$ cat src/rtl/ftsg_pkg.sv
// Package: shared operation-state encoding for the toggle status generator.
// Assumes the sequencer drives exactly these codes.
package ftsg_pkg;
    typedef enum logic [2:0] {
        OP_IDLE   = 3'd0,
        OP_PROG   = 3'd1,
        OP_ERASE  = 3'd2,
        OP_ESUSP  = 3'd3,
        OP_ESPROG = 3'd4
    } op_e;
endpackage

$ cat src/rtl/ftsg_read_edge.sv
// Module: detects the end of a host read cycle and keeps the sector read.
// Assumes rd_strobe is already synchronous to clk and that the address
// is stable while the strobe is high.
module ftsg_read_edge #(
    parameter int SECT_W = 2
) (
    input  logic              clk,
    input  logic              rst_n,
    input  logic              rd_strobe,
    input  logic [SECT_W-1:0] rd_sector,
    output logic              rd_done,
    output logic [SECT_W-1:0] done_sector
);
    logic strobe_q;

    // Remember the strobe level of the previous cycle.
    always_ff @(posedge clk) begin
        if (!rst_n) strobe_q <= 1'b0;
        else        strobe_q <= rd_strobe;
    end

    // Hold the sector seen while the strobe was high.
    always_ff @(posedge clk) begin
        if (!rst_n)         done_sector <= '0;
        else if (rd_strobe) done_sector <= rd_sector;
    end

    // A read cycle is complete on the fall of the strobe.
    assign rd_done = strobe_q & ~rd_strobe;
endmodule

$ cat src/rtl/ftsg_guard_timer.sv
// Module: fake-busy window for commands that hit only protected sectors.
// Assumes cmd_go is a one-cycle pulse. A blocked command reloads the
// window; an accepted command leaves a running window alone.
module ftsg_guard_timer #(
    parameter int NUM_SECTORS = 8,
    parameter int SECT_W      = 3,
    parameter int PROG_CYC    = 100,
    parameter int ERASE_CYC   = 10000
) (
    input  logic                   clk,
    input  logic                   rst_n,
    input  logic                   cmd_go,
    input  logic                   cmd_erase,
    input  logic [SECT_W-1:0]      cmd_sector,
    input  logic [NUM_SECTORS-1:0] erase_sel,
    input  logic [NUM_SECTORS-1:0] protect,
    output logic                   guard_active
);
    localparam int MAX_CYC = (ERASE_CYC > PROG_CYC) ? ERASE_CYC : PROG_CYC;
    localparam int CNT_W   = $clog2(MAX_CYC + 1);

    logic [CNT_W-1:0] remain;
    logic             erase_blocked;
    logic             prog_blocked;

    // A blocked erase has no selected sector left unprotected.
    assign erase_blocked = ((erase_sel & ~protect) == '0);
    assign prog_blocked  = protect[cmd_sector];

    // Load the window on a blocked command, otherwise count it down.
    always_ff @(posedge clk) begin
        if (!rst_n)
            remain <= '0;
        else if (cmd_go && cmd_erase && erase_blocked)
            remain <= CNT_W'(ERASE_CYC);
        else if (cmd_go && !cmd_erase && prog_blocked)
            remain <= CNT_W'(PROG_CYC);
        else if (remain != '0)
            remain <= remain - 1'b1;
    end

    assign guard_active = (remain != '0);
endmodule

$ cat src/rtl/ftsg_toggle_bits.sv
// Module: the two toggle flip-flops and their enable decode.
// Assumes rd_done is high for one cycle per finished read.
module ftsg_toggle_bits
    import ftsg_pkg::*;
#(
    parameter int NUM_SECTORS = 8,
    parameter int SECT_W      = 3
) (
    input  logic                   clk,
    input  logic                   rst_n,
    input  op_e                    op,
    input  logic                   guard_active,
    input  logic                   rd_done,
    input  logic [SECT_W-1:0]      done_sector,
    input  logic [NUM_SECTORS-1:0] erase_sel,
    output logic                   busy,
    output logic                   tog_busy,
    output logic                   tog_sect
);
    logic erase_phase;
    logic sect_hit;

    // The device counts as busy while an algorithm runs or a window is open.
    always_comb begin
        busy = guard_active;
        case (op)
            OP_PROG, OP_ERASE, OP_ESPROG: busy = 1'b1;
            default:                      busy = guard_active;
        endcase
    end

    assign erase_phase = (op == OP_ERASE) || (op == OP_ESUSP);
    assign sect_hit    = erase_phase && erase_sel[done_sector];

    // Device-wide toggle: inverts on each finished read while busy.
    always_ff @(posedge clk) begin
        if (!rst_n)                tog_busy <= 1'b0;
        else if (rd_done && busy)  tog_busy <= ~tog_busy;
    end

    // Sector toggle: inverts on finished reads of erase-selected sectors.
    always_ff @(posedge clk) begin
        if (!rst_n)                   tog_sect <= 1'b0;
        else if (rd_done && sect_hit) tog_sect <= ~tog_sect;
    end
endmodule

$ cat src/rtl/flash_toggle_status.sv
// Module: top of the toggle-bit status generator. Builds the status byte
// and the array/status select from the toggle bits and the window timer.
// Assumes NUM_SECTORS is a power of two and all inputs are synchronous.
module flash_toggle_status
    import ftsg_pkg::*;
#(
    parameter int NUM_SECTORS    = 8,
    parameter int SECT_W         = $clog2(NUM_SECTORS),
    parameter int CLK_MHZ        = 100,
    parameter int PROG_GUARD_US  = 1,
    parameter int ERASE_GUARD_US = 100
) (
    input  logic                   clk,
    input  logic                   rst_n,
    input  logic                   rd_strobe,
    input  logic [SECT_W-1:0]      rd_sector,
    input  logic [2:0]             op_state,
    input  logic                   cmd_go,
    input  logic                   cmd_erase,
    input  logic [SECT_W-1:0]      cmd_sector,
    input  logic [NUM_SECTORS-1:0] erase_sel,
    input  logic [NUM_SECTORS-1:0] protect,
    input  logic                   dq7_in,
    input  logic                   dq5_in,
    output logic [7:0]             status,
    output logic                   array_sel
);
    localparam int PROG_CYC  = PROG_GUARD_US * CLK_MHZ;
    localparam int ERASE_CYC = ERASE_GUARD_US * CLK_MHZ;

    op_e               op;
    logic              rd_done;
    logic [SECT_W-1:0] done_sector;
    logic              guard_active;
    logic              busy;
    logic              tog_busy;
    logic              tog_sect;

    assign op = op_e'(op_state);

    ftsg_read_edge #(.SECT_W(SECT_W)) edge_i (
        .clk         (clk),
        .rst_n       (rst_n),
        .rd_strobe   (rd_strobe),
        .rd_sector   (rd_sector),
        .rd_done     (rd_done),
        .done_sector (done_sector)
    );

    ftsg_guard_timer #(
        .NUM_SECTORS (NUM_SECTORS),
        .SECT_W      (SECT_W),
        .PROG_CYC    (PROG_CYC),
        .ERASE_CYC   (ERASE_CYC)
    ) guard_i (
        .clk          (clk),
        .rst_n        (rst_n),
        .cmd_go       (cmd_go),
        .cmd_erase    (cmd_erase),
        .cmd_sector   (cmd_sector),
        .erase_sel    (erase_sel),
        .protect      (protect),
        .guard_active (guard_active)
    );

    ftsg_toggle_bits #(
        .NUM_SECTORS (NUM_SECTORS),
        .SECT_W      (SECT_W)
    ) tog_i (
        .clk          (clk),
        .rst_n        (rst_n),
        .op           (op),
        .guard_active (guard_active),
        .rd_done      (rd_done),
        .done_sector  (done_sector),
        .erase_sel    (erase_sel),
        .busy         (busy),
        .tog_busy     (tog_busy),
        .tog_sect     (tog_sect)
    );

    // Status reads apply while busy, or for suspended sectors under erase.
    assign array_sel = ~(busy || ((op == OP_ESUSP) && erase_sel[rd_sector]));

    // Status byte layout: pass-through bits around the two toggles.
    assign status = {dq7_in, tog_busy, dq5_in, 1'b0, 1'b0, tog_sect, 1'b0, 1'b0};
endmodule

$ cat config.mk
export PLATFORM = sky130hd
export DESIGN_NAME = flash_toggle_status
export DESIGN_NICKNAME = d
export VERILOG_FILES = /design/src/rtl/ftsg_pkg.sv /design/src/rtl/ftsg_read_edge.sv /design/src/rtl/ftsg_guard_timer.sv /design/src/rtl/ftsg_toggle_bits.sv /design/src/rtl/flash_toggle_status.sv
export SDC_FILE = /design/constraint.sdc
export NUM_CORES = 1
export LEC_CHECK = 0
export BUFFER_PORTS_ARGS = -buffer_cell sky130_fd_sc_hd__buf_2
export CORE_ASPECT_RATIO = 0.5
export CORE_UTILIZATION = 50
export DETAILED_ROUTE_END_ITERATION = 6
export HOLD_SLACK_MARGIN = 0.05
export PLACE_DENSITY_LB_ADDON = 0.1
export SLEW_MARGIN = 20
export SYNTH_ARGS = -nofsm -noshare
export SYNTH_HDL_FRONTEND = slang
export SYNTH_SLANG_ARGS = --single-unit
$ cat constraint.sdc
create_clock -name clk -period 5.98 [get_ports clk]
set_input_delay 0.299 -clock clk [delete_from_list [all_inputs] [get_ports clk]]
set_output_delay 0.299 -clock clk [all_outputs]
set_load 0.05 [all_outputs]
==> metrics.txt <==
status=finished clean; H-tree levels=1; Top-Level Pins=41; largest net degree at the start of global routing=13; GRT Total Usage=0.2047; Pins Over Slew Limit=0; CTS clk-pin slew, worst paths=0.07 ns; fin crit period=approximately 2.9 ns; die height=between 30 and 40 µm; max-cap viol count=0; PwrDens=~470 mW/mm²; Hold Crit Endpoint=edge_i.done_sector[2]$_SDFFE_PN0P_; Synth Area in XOR/XNOR=0.09414; CP Class=flop to output pin; Post-Synth Adder-Cell Area=0.009606; drt pass-1 iters=4; library cells used by synthesis=43; largest family of logic cells by synthesized area=simple AND/OR/NAND/NOR gates; register area share after synthesis=0.3074; Critical Path End Type=output pin; vias in the first global route=between 900 and 1000; Required @ worst endpoint=between 5 and 6 ns; Clock Tree Buf Depth=2; fmax=between 300 and 400 MHz; Crit Path Max Fanout=11; flop2flop setup slack=approximately 3.7 ns; post-synthesis compound-gate area fraction=0.1451; drt total wl=2.531 mm; Sw Pwr=283.4 µW; dpl hpwl=about 2.1 mm; grt ovf=0; # resized after CTS=0; critical path arrival=around 2.6 ns; Max-slew headroom=0.4955; worst hold path cell count=3; RSZ-0062 raised after global routing=no; Final Hold Vio Count=0; r2r endpoint=guard_i.remain[4]$_SDFFE_PN0P_; Seq pwr share=0.317; Hold Path Class=input pin to flop; Leak Pwr=roughly 0.00067 µW; CTS hold repair buffers=0; switching share of power=0.4005; clk sinks=20; Post-synth EDFFs=0; Int Power=between 400 and 500 µW; Yosys warning count=0; worst hold path startpoint=rd_sector[2]; crit share post-route=0.4849; clock share of power=0.191; initial drt markers=34; Std-Cell Rows=12; Max VDD drop=0.2070 mV; Post-Synth Simple-Gate Area=0.2037; TritonCTS Buffers=3; area grow syn2layout=14.51%; Gate power share=0.492; core area=0.002342 mm²; TritonCTS clock tree=built; Inserted Diodes=0; number of setup buffers added after CTS=0; wire per inst=roughly 12 µm; final setup vio count=0; Root Driver=clkbuf_8; first-pass GRT wire length=between 4 and 5 mm; Setup TNS=0 ns; die area=about 0.0028 mm²; Nets=a little over 200; routed vias=between 1000 and 1500; multiplexer share of the synthesized area=0.1306; Via density=~5.2; DRC errors left=0; number of buffers added on ports=32; cell total after placement=203; Main synth FF type=dfxtp_1; Fin Clk Skew=0.005507 ns; CP Launch Type=flop; Detail Route Antenna Nets=0; DIE WIDTH=~74 µm; ranking of synthesized cells by area=dfxtp_1, xor2_1, mux4_2; area share of the largest cell type after synthesis=0.3074; Placer Congestion=a little over 0.8; Initial Util=0.5561; Final Util=0.6368; Reg2Reg Depth=7; initial antenna violation count=0; Yosys top cell by area=dfxtp_1; Async SR Flop Fraction=0; mean post-synth cell area=between 8 and 9 µm²; Worst Tran Pin Value=~0.74 ns; FF+latch count, synth=20; final total power=around 710 µW; non-filler cells, final=207; mapped cell area=about 0.0013 mm²; ratio of cells with drive above 1 in the final layout=0.2791; clock latency on the worst-skew pair=0.26 ns; r2r startpoint=guard_i.remain[0]$_SDFFE_PP0P_; Post-Syn Instances=145
placed cells by master (no fill, tap or decap), drive strengths merged, types with 2 or more instances in the layout:
cell,count
a21oi,6
buf,32
clkbuf,3
conb,4
dfxtp,20
inv,11
mux2i,8
mux4,4
nand2,4
nand2b,2
nand3,4
nor2,15
nor2b,4
nor3,3
nor4,2
o21ai,10
or4,5
xnor2,3
xor2,11
area by class of cell:
class                           instances  area, µm²
Multi-Input combinational cell        105      774.5
Clock buffer                            3      41.29
Timing Repair Buffer                   32      160.2
Inverter                               11      41.29
Clock inverter                          1      30.03
Tap cell                               35      43.79
Fill cell                             198      850.8
Sequential cell                        20      400.4
worst max-delay path by stage:
| stage | to | startpoint | slack (ns) | cells past startpoint |
|---|---|---|---|---|
| after floorplan | array_sel | guard_i.remain[7]$_SDFFE_PP0P_ | 3.12 | 6 |
| after global placement | array_sel | guard_i.remain[0]$_SDFFE_PP0P_ | 3.45 | 7 |
| after detailed placement | array_sel | guard_i.remain[0]$_SDFFE_PP0P_ | 3.39 | 7 |
| after CTS | array_sel | guard_i.remain[0]$_SDFFE_PP0P_ | 3.09 | 7 |
| after global routing | array_sel | guard_i.remain[0]$_SDFFE_PP0P_ | 2.97 | 7 |
| final | array_sel | guard_i.remain[0]$_SDFFE_PP0P_ | 3.08 | 7 |
cells by family (layout without fill, tap and decap cells):
family,Yosys count,after routing
other cells,1,4
fa+ha+maj,1,1
compound gates,28,28
xor+xnor,14,14
buf+inv,23,47
simple gates,46,46
flops,20,20
mux,12,12
synthesized netlist by cell type, drive strengths merged (2+ instances only):
cell and n:
dfxtp 20, nor2 15, buf 11, inv 11, xor2 11, o21ai 10
mux2i 8, a21oi 6, or4 5, mux4 4, nand2 4, nand3 4
nor2b 4, nor3 3, xnor2 3, nand2b 2, nor4 2
metal layers:
| metal | GRT usage | up-vias | wire [µm] |
|---|---|---|---|
| met5 | 0 | - | 0 |
| met4 | 0.04327 | 0 | 8 |
| met3 | 0.05526 | 2 | 114 |
| met2 | 0.3477 | 26 | 1110 |
| met1 | 0.2642 | 480 | 1298 |
| li1 | - | 560 | - |
registers in the layout (all words and copies together) (netlist names):
| name | flops |
|---|---|
| tog_i.tog_busy | 1 |
| edge_i.done_sector | 3 |
| edge_i.strobe_q | 1 |
| tog_i.tog_sect | 1 |
| guard_i.remain | 14 |
worst max-delay path, cell delays in order, from the launching register on:
cell and delay [ns]:
dfxtp_1 0.34, inv_1 0.08, ha_1 0.17, or3b_4 0.40, or4_4 0.50, or2_0 0.38, a31oi_1 0.19, buf_2 0.28
metrics by stage:
| step | setup WS [ns] | instance area [µm²] | hold slack [ns] |
|---|---|---|---|
| after floorplan | 3.123 | 1314 | 0.4207 |
| after global routing | 2.973 | 1491 | 0.3299 |
| final | 3.081 | 1491 | 0.3092 |
| after CTS | 3.092 | 1491 | 0.3070 |
| after global placement | 3.448 | 1420 | 0.4802 |
| after detailed placement | 3.386 | 1420 | 0.4813 |
power groups by stage:
stage	sequential, µW	clock [µW]	combinational [µW]
after global placement	224	0	338
after floorplan	216	0	336
final	224	135	348
after detailed placement	227	0	343
after CTS	223	137	347
after global routing	231	144	386
(Power assumes the default switching activity.)
